==> src/rtl/fuse_seq_pkg.sv <==
package fuse_seq_pkg;
  typedef enum logic [3:0] {
    S_IDLE,
    S_RD_P,
    S_RD_R,
    S_EVAL,
    S_WR_P,
    S_RB_P,
    S_WR_R,
    S_RB_R,
    S_DONE
  } seq_st_e;
endpackage

==> src/rtl/fuse_word_map.sv <==
module fuse_word_map #(
  parameter int WORD_W   = 32,
  parameter int BUF_BITS = 512,
  parameter int LEN_W    = 10,
  parameter int BIT_W    = 5
) (
  input  logic [BIT_W-1:0]    first_bit,
  input  logic [LEN_W-1:0]    rem_bits,
  input  logic [LEN_W-1:0]    buf_pos,
  input  logic [BUF_BITS-1:0] wbuf,
  input  logic [WORD_W-1:0]   rd_word,
  output logic [LEN_W-1:0]    cnt,
  output logic [WORD_W-1:0]   mask,
  output logic [WORD_W-1:0]   aligned,
  output logic [BUF_BITS-1:0] gathered
);
  logic [LEN_W-1:0]    room;
  logic [LEN_W-1:0]    lim;
  logic [BUF_BITS-1:0] shifted;
  logic [WORD_W-1:0]   picked;

  // bits left in the current word from first_bit up
  assign room = LEN_W'(WORD_W) - LEN_W'(first_bit);
  assign cnt  = (rem_bits < room) ? rem_bits : room;
  assign lim  = LEN_W'(first_bit) + cnt;

  always_comb begin
    for (int b = 0; b < WORD_W; b++) begin
      mask[b] = (LEN_W'(b) >= LEN_W'(first_bit)) && (LEN_W'(b) < lim);
    end
  end

  assign shifted  = wbuf >> buf_pos;
  assign aligned  = (shifted[WORD_W-1:0] << first_bit) & mask;
  assign picked   = (rd_word & mask) >> first_bit;
  assign gathered = {{(BUF_BITS-WORD_W){1'b0}}, picked} << buf_pos;
endmodule

==> src/rtl/fuse_ctl_port.sv <==
module fuse_ctl_port #(
  parameter int ADDR_W = 8,
  parameter int WORD_W = 32
) (
  input  logic              clk,
  input  logic              rst_n,
  input  logic              cmd_valid,
  input  logic              cmd_we,
  input  logic [ADDR_W-1:0] cmd_addr,
  input  logic [WORD_W-1:0] cmd_wdata,
  output logic              cmd_done,
  output logic              ctl_req_o,
  output logic              ctl_we_o,
  output logic [ADDR_W-1:0] ctl_addr_o,
  output logic [WORD_W-1:0] ctl_wdata_o,
  input  logic              ctl_ack_i,
  input  logic              ctl_idle_i
);
  logic              req_q, req_d;
  logic              we_q, we_d;
  logic [ADDR_W-1:0] addr_q, addr_d;
  logic [WORD_W-1:0] wdat_q, wdat_d;
  logic              load;

  assign load = !req_q && cmd_valid && ctl_idle_i;

  always_comb begin
    req_d  = req_q;
    we_d   = we_q;
    addr_d = addr_q;
    wdat_d = wdat_q;
    if (load) begin
      req_d  = 1'b1;
      we_d   = cmd_we;
      addr_d = cmd_addr;
      wdat_d = cmd_wdata;
    end else if (req_q && ctl_ack_i) begin
      req_d = 1'b0;
    end
  end

  always_ff @(posedge clk or negedge rst_n) begin
    if (!rst_n) begin
      req_q  <= 1'b0;
      we_q   <= 1'b0;
      addr_q <= '0;
      wdat_q <= '0;
    end else begin
      req_q <= req_d;
      if (load) begin
        we_q   <= we_d;
        addr_q <= addr_d;
        wdat_q <= wdat_d;
      end
    end
  end

  assign cmd_done    = req_q && ctl_ack_i;
  assign ctl_req_o   = req_q;
  assign ctl_we_o    = we_q;
  assign ctl_addr_o  = addr_q;
  assign ctl_wdata_o = wdat_q;

  p_req_after_idle_r7: assert property (@(posedge clk) disable iff (!rst_n)
    $rose(ctl_req_o) |-> $past(ctl_idle_i));
  p_req_hold_r7: assert property (@(posedge clk) disable iff (!rst_n)
    (ctl_req_o && !ctl_ack_i) |=> (ctl_req_o && $stable(ctl_addr_o) &&
                                   $stable(ctl_we_o) && $stable(ctl_wdata_o)));
endmodule

==> src/rtl/fuse_field_seq.sv <==
module fuse_field_seq
  import fuse_seq_pkg::*;
#(
  parameter int ADDR_W   = 8,
  parameter int BUF_BITS = 512,
  parameter int WORD_W   = 32,
  parameter int BIT_W    = $clog2(WORD_W),
  parameter int LEN_W    = $clog2(BUF_BITS + 1)
) (
  input  logic                clk,
  input  logic                rst_n,
  input  logic                start_i,
  input  logic                burn_i,
  input  logic                redundant_i,
  input  logic                primary_only_i,
  input  logic [ADDR_W-1:0]   base_addr_i,
  input  logic [BIT_W-1:0]    start_bit_i,
  input  logic [LEN_W-1:0]    nbits_i,
  input  logic [BUF_BITS-1:0] wbuf_i,
  output logic                busy_o,
  output logic                done_o,
  output logic                pd_o,
  output logic [BUF_BITS-1:0] rbuf_o,
  output logic                ctl_req_o,
  output logic                ctl_we_o,
  output logic [ADDR_W-1:0]   ctl_addr_o,
  output logic [WORD_W-1:0]   ctl_wdata_o,
  input  logic                ctl_ack_i,
  input  logic [WORD_W-1:0]   ctl_rdata_i,
  input  logic                ctl_idle_i
);
  localparam logic [LEN_W-1:0] MAX_LEN = LEN_W'(BUF_BITS);

  seq_st_e             st_q, st_d;
  logic [ADDR_W-1:0]   addr_q, addr_d;
  logic [BIT_W-1:0]    first_q, first_d;
  logic [LEN_W-1:0]    rem_q, rem_d;
  logic [LEN_W-1:0]    pos_q, pos_d;
  logic                red_q, burn_q, ponly_q;
  logic                mode_en;
  logic [WORD_W-1:0]   curp_q, curp_d, curr_q, curr_d;
  logic [BUF_BITS-1:0] rbuf_q, rbuf_d;
  logic                rbuf_en;
  logic                pd_q, pd_d;
  logic                step;

  logic [LEN_W-1:0]    nb_eff;
  logic [LEN_W-1:0]    cnt;
  logic [WORD_W-1:0]   mask, aligned, merged, burn_val;
  logic [BUF_BITS-1:0] gathered;

  logic                cmd_valid, cmd_we, cmd_done;
  logic [ADDR_W-1:0]   cmd_addr;

  assign nb_eff = (nbits_i > MAX_LEN) ? MAX_LEN : nbits_i;
  assign merged = curp_q | ((red_q && !ponly_q) ? curr_q : '0);

  fuse_word_map #(
    .WORD_W(WORD_W), .BUF_BITS(BUF_BITS), .LEN_W(LEN_W), .BIT_W(BIT_W)
  ) u_map (
    .first_bit(first_q),
    .rem_bits (rem_q),
    .buf_pos  (pos_q),
    .wbuf     (wbuf_i),
    .rd_word  (merged),
    .cnt      (cnt),
    .mask     (mask),
    .aligned  (aligned),
    .gathered (gathered)
  );

  assign burn_val = aligned & ~curp_q & mask;

  // command selection per state
  always_comb begin
    cmd_valid = 1'b0;
    cmd_we    = 1'b0;
    cmd_addr  = addr_q;
    unique case (st_q)
      S_RD_P, S_RB_P: cmd_valid = 1'b1;
      S_WR_P: begin cmd_valid = 1'b1; cmd_we = 1'b1; end
      S_RD_R, S_RB_R: begin cmd_valid = 1'b1; cmd_addr = addr_q + ADDR_W'(1); end
      S_WR_R: begin
        cmd_valid = 1'b1;
        cmd_we    = 1'b1;
        cmd_addr  = addr_q + ADDR_W'(1);
      end
      default: cmd_valid = 1'b0;
    endcase
  end

  fuse_ctl_port #(.ADDR_W(ADDR_W), .WORD_W(WORD_W)) u_port (
    .clk        (clk),
    .rst_n      (rst_n),
    .cmd_valid  (cmd_valid),
    .cmd_we     (cmd_we),
    .cmd_addr   (cmd_addr),
    .cmd_wdata  (burn_val),
    .cmd_done   (cmd_done),
    .ctl_req_o  (ctl_req_o),
    .ctl_we_o   (ctl_we_o),
    .ctl_addr_o (ctl_addr_o),
    .ctl_wdata_o(ctl_wdata_o),
    .ctl_ack_i  (ctl_ack_i),
    .ctl_idle_i (ctl_idle_i)
  );

  always_comb begin
    st_d    = st_q;
    addr_d  = addr_q;
    first_d = first_q;
    rem_d   = rem_q;
    pos_d   = pos_q;
    curp_d  = curp_q;
    curr_d  = curr_q;
    rbuf_d  = rbuf_q;
    pd_d    = pd_q;
    mode_en = 1'b0;
    rbuf_en = 1'b0;
    step    = 1'b0;
    unique case (st_q)
      S_IDLE: if (start_i) begin
        st_d    = (nb_eff == '0) ? S_DONE : S_RD_P;
        addr_d  = base_addr_i;
        first_d = start_bit_i;
        rem_d   = nb_eff;
        pos_d   = '0;
        rbuf_d  = '0;
        rbuf_en = 1'b1;
        mode_en = 1'b1;
        pd_d    = 1'b0;
      end
      S_RD_P: if (cmd_done) begin
        curp_d = ctl_rdata_i;
        st_d   = (red_q && !burn_q && !ponly_q) ? S_RD_R : S_EVAL;
      end
      S_RD_R: if (cmd_done) begin
        curr_d = ctl_rdata_i;
        st_d   = S_EVAL;
      end
      S_EVAL: begin
        if (burn_q && (burn_val != '0)) begin
          st_d = S_WR_P;
        end else begin
          step = 1'b1;
          if (!burn_q) begin
            rbuf_d  = rbuf_q | gathered;
            rbuf_en = 1'b1;
          end
        end
      end
      S_WR_P: if (cmd_done) st_d = S_RB_P;
      S_RB_P: if (cmd_done) begin
        if (red_q) st_d = S_WR_R;
        else       step = 1'b1;
      end
      S_WR_R: if (cmd_done) st_d = S_RB_R;
      S_RB_R: if (cmd_done) step = 1'b1;
      S_DONE: begin
        st_d = S_IDLE;
        pd_d = 1'b1;
      end
      default: st_d = S_IDLE;
    endcase
    if (step) begin
      rem_d   = rem_q - cnt;
      pos_d   = pos_q + cnt;
      first_d = '0;
      addr_d  = addr_q + (red_q ? ADDR_W'(2) : ADDR_W'(1));
      st_d    = (rem_q == cnt) ? S_DONE : S_RD_P;
    end
  end

  always_ff @(posedge clk or negedge rst_n) begin
    if (!rst_n) begin
      st_q    <= S_IDLE;
      addr_q  <= '0;
      first_q <= '0;
      rem_q   <= '0;
      pos_q   <= '0;
      red_q   <= 1'b0;
      burn_q  <= 1'b0;
      ponly_q <= 1'b0;
      curp_q  <= '0;
      curr_q  <= '0;
      rbuf_q  <= '0;
      pd_q    <= 1'b1;
    end else begin
      st_q    <= st_d;
      addr_q  <= addr_d;
      first_q <= first_d;
      rem_q   <= rem_d;
      pos_q   <= pos_d;
      curp_q  <= curp_d;
      curr_q  <= curr_d;
      pd_q    <= pd_d;
      if (mode_en) begin
        red_q   <= redundant_i;
        burn_q  <= burn_i;
        ponly_q <= primary_only_i;
      end
      if (rbuf_en) rbuf_q <= rbuf_d;
    end
  end

  assign busy_o = (st_q != S_IDLE);
  assign done_o = (st_q == S_DONE);
  assign pd_o   = pd_q;
  assign rbuf_o = rbuf_q;

  p_done_single_r10: assert property (@(posedge clk) disable iff (!rst_n)
    done_o |=> !done_o);
  p_start_ignored_r10: assert property (@(posedge clk) disable iff (!rst_n)
    done_o |=> !busy_o);
  p_pd_blocks_req_r9: assert property (@(posedge clk) disable iff (!rst_n)
    ctl_req_o |-> !pd_o);
  p_no_zero_write_r4: assert property (@(posedge clk) disable iff (!rst_n)
    (ctl_req_o && ctl_we_o) |-> (ctl_wdata_o != '0));
  p_readback_r6: assert property (@(posedge clk) disable iff (!rst_n)
    (ctl_req_o && ctl_we_o && ctl_ack_i) |=> (st_q == S_RB_P || st_q == S_RB_R));
endmodule

==> config.mk <==
export PLATFORM = sky130hd
export DESIGN_NAME = fuse_field_seq
export DESIGN_NICKNAME = d
export VERILOG_FILES = /design/src/rtl/fuse_seq_pkg.sv /design/src/rtl/fuse_word_map.sv /design/src/rtl/fuse_ctl_port.sv /design/src/rtl/fuse_field_seq.sv
export SDC_FILE = /design/constraint.sdc
export NUM_CORES = 2
export LEC_CHECK = 0
export ABC_AREA = 0
export BUFFER_PORTS_ARGS = -buffer_cell sky130_fd_sc_hd__buf_2
export CORE_AREA = 3 3 434 436
export CTS_CLUSTER_SIZE = 16
export DETAILED_ROUTE_END_ITERATION = 8
export DIE_AREA = 0 0 437 439
export SLEW_MARGIN = 20
export SYNTH_ARGS = -nofsm -noshare
export SYNTH_HDL_FRONTEND = slang
export SYNTH_HIERARCHICAL = 1
export SYNTH_SLANG_ARGS = --single-unit
==> constraint.sdc <==
create_clock -name clk -period 25.6 [get_ports clk]
set_input_delay 0 -clock clk [delete_from_list [all_inputs] [get_ports clk]]
set_output_delay 0 -clock clk [all_outputs]
set_load 0.02 [all_outputs]
==> flow_summary.ini <==
[setup_path]
r2r-end = addr_q[6]$_DFFE_PN0P_
regToRegSetupSlack_ps = 14230
worstPathArrival_ps = 11930
crit_path_start_kind = flip-flop
r2r-start = pos_q[0]$_DFFE_PN0P_
endpoint_kind = flip-flop
criticalPathCategory = reg2reg
worstRegToRegCells = 26
worst-path-max-fanout = 125
crit_required_ps = 26160

[global_routing]
antenna_found_initial = 65
first_global_vias = 69600
grt_pass1_wl_um = 552000
grt_use_total_pct = 40.1
grt.overflow.total = 0
grt_max_degree = 228

[pwr]
internal_power_mw = 5.63
peakVddDrop_mv = 0.0803
pwr-share-comb_pct = 79.0
powerDensity_mw_per_mm2 = 167
leakagePower_nw = 35.0
p_sw_share_pct = 58.0
p_total_mw = 13.4
p_seq_share_pct = 12.7
p_sw_mw = 7.78
p_clk_share_pct = 8.3

[flow_run]
drv_cap = 0

[logic_synthesis]
synth_ff_type = dfrtp_1
ys_types = 118
synth.avg_cell_area_um2 = 9.59
synthTopCellsByCount = nor2_1, mux4_2, a21oi_1, dfrtp_1, nand2_1
synth_top_family_by_area = multiplexers
syn_area_mm2 = 0.0693
synth-compound-area-share_pct = 16.9
postSynth.asyncResetShare_pct = 100
yosys.area_share.simple_pct = 14.6
synth_edf_count = 0
yosysSeqAreaShare_pct = 23.8
synth-adder-area-share_pct = 0.765
synth_warnings = 6
ys_top_cells_by_area = mux4_2, dfrtp_1, nor2_1, a21oi_1, mux2i_1
synth_cells = 7232
synth_top_area_share_pct = 28.5
ys_ff_latch = 659
post-synth-top-area-cell = mux4_2
synth.most_common_cell = nor2_1
synthMuxAreaShare_pct = 39.1
synthXorXnorAreaFrac_pct = 0.341

[hold_path]
hold_path.class = in2reg
hold_depth = 3
holdPathEnd = u_port/ctl_req_o$_DFFE_PN0P_
hp-start = ctl_ack_i

[timing]
setup_violations = 0
hold_violations = 0
rsz0062_at_grt = no
slew-limit-headroom_pct = 14.7
fin_worst_skew_ps = 59.8
fin_crit_ps = 11370
max_freq_mhz = 87.9
worst_pin_slew_ps = 1270
setup_ws_ps = 14230
maxSlewViolCount = 0
tns_ps = 0
fin_crit_sh_pct = 44.4

[cts]
h-tree-depth = 3
clock_tree.root_cell = clkbuf_16
cts_buffers = 74
clk_latency_ps = 730
cts_tree = done
clockBufferDepth = 3
clk_pin_slew_ps = 60
cts.sinks = 659
postCtsResizedCells = 0

[run_status]
status = completed

[place]
hpwl_um = 313000
dp.cells = 10300
place_congestion = 1.13
numPortBuffers = 1131
pre_cts_slack_ps = 14720
place_area_mm2 = 0.0767

[floorplanning]
die_h_um = 439
die_area_mm2 = 0.192
design.core.area_mm2 = 0.185
io_pins = 1132
rows = 158
initial_utilization_pct = 37.5
fp.dieW_um = 437

[layout]
nets = 8610
nFillCells = 18100
fin_cells = 10600
area_growth_pct = 15.7
drive_gt1_share_pct = 34.1
design_area_mm2 = 0.0803

[detailed_routing]
postRouteAntennaNets = 0
route.met2.wl_um = 172000
wl_per_cell_um = 37.9
viasPerCell = 7.01
top_layer = met5
detail_route.drc_violations = 0
routed-wl-met3_um = 50300
wirelength_um = 402000
vias = 74200
met1_length_um = 146000
firstDrtPassIters = 8
drt_iter0_markers = 11700
[repair_timing]
action / in CTS / in global routing
hold buffers: 85 / 0
buffers inserted: 0 / 0
endpoints found under the hold margin: 192 / 0
[layout make-up]
| class | count | area (um^2) | area share [%] |
|---|---|---|---|
| antenna | 54 | 135 | 0.168 |
| clock buffer | 108 | 2130 | 2.65 |
| clock inverter | 23 | 355 | 0.443 |
| inverter | 69 | 284 | 0.354 |
| multi-input combinational | 5810 | 49800 | 62.1 |
| sequential | 659 | 16500 | 20.6 |
| tap | 2480 | 3100 | 3.87 |
| timing repair buffer | 1381 | 7930 | 9.88 |
[worst max path at each step]
stage                                 from                 endpoint  slack, ps  cells after the start
global route          pos_q[0]$_DFFE_PN0P_    addr_q[6]$_DFFE_PN0P_      13600                     26
global placement      pos_q[0]$_DFFE_PN0P_    addr_q[2]$_DFFE_PN0P_      14740                     25
floorplan           first_q[0]$_DFFE_PN0P_  rbuf_o[162]$_DFFE_PN0P_      17060                     35
CTS                   pos_q[0]$_DFFE_PN0P_    addr_q[6]$_DFFE_PN0P_      14280                     26
detailed placement    pos_q[0]$_DFFE_PN0P_    addr_q[2]$_DFFE_PN0P_      14720                     25
finish                pos_q[0]$_DFFE_PN0P_    addr_q[6]$_DFFE_PN0P_      14230                     26
[metrics by stage]
step	util (%)	hold slack, ps
2_1_floorplan	-	-296
3_3_place_gp	41.4	88.7
3_5_place_dp	41.5	87.0
4_1_cts	43.3	20.4
5_1_grt	43.3	81.5
6_report	43.4	86.4
[state kept, by name, indices dropped and copies added, names as in the netlist, 5 cells and up]
name / count
addr_q: 8
curp_q: 32
curr_q: 32
first_q: 5
pos_q: 10
rbuf_o: 512
rem_q: 10
u_port/ctl_addr_o: 8
u_port/ctl_wdata_o: 32
[placed cells by master (no fill, tap or decap), types with 52 or more instances in the layout]
cell type / instances
a21oi_1: 749
mux2_2: 282
a21o_1: 58
inv_1: 55
diode_2: 54
o211ai_1: 59
mux2i_1: 354
nand3_1: 96
nor3_1: 127
nor2_1: 1344
dfrtp_1: 645
a31oi_1: 66
o21ai_0: 144
dlygate4sd3_1: 84
clkbuf_16: 74
buf_2: 1131
a211oi_1: 52
buf_4: 150
mux4_2: 879
and2_1: 81
o22ai_1: 180
nand2_1: 510
[power by group through the flow]
stage | clock, mW | sequential, mW | combinational, mW
floorplan | 0 | 1.91 | 6.10
global placement | 0 | 1.70 | 10.1
detailed placement | 0 | 1.71 | 10.1
CTS | 1.13 | 1.69 | 10.2
global route | 1.17 | 1.74 | 10.9
finish | 1.11 | 1.70 | 10.6
[layer usage]
layer / GRT usage [%] / up-vias
met5: 0.328 / -
met4: 26.0 / 34
met3: 12.0 / 1180
met2: 59.0 / 5999
met1: 51.1 / 37500
li1: - / 29500
[critical path: stages (launching register included)]
cell	delay (ps)
dfrtp_4	850
buf_12	510
buf_4	860
buf_12	740
buf_4	810
mux4_2	670
mux2i_1	500
a21oi_1	340
mux4_2	580
o22ai_1	370
a21o_1	300
nor2_1	110
a21oi_1	400
nor2_1	80
o21ai_0	790
nor2_1	80
a21oi_1	340
a211oi_1	150
nand3b_1	160
nand4_1	320
nor4_1	320
nand4_1	170
o21ai_2	160
buf_4	340
mux2i_1	120
a221o_1	290
dlygate4sd3_1	550
[kinds of logic after synthesis]
logic type               count (synthesis)
other                                    1
AO/OA/AOI/OAI                         1792
AND/OR/NAND/NOR                       2392
buffers and inverters                  766
XOR/XNOR                                27
multiplexers                          1555
adder cells (fa/ha/maj)                 40
flip-flops                             659
No activity file was read; power rests on OpenSTA's default activity.
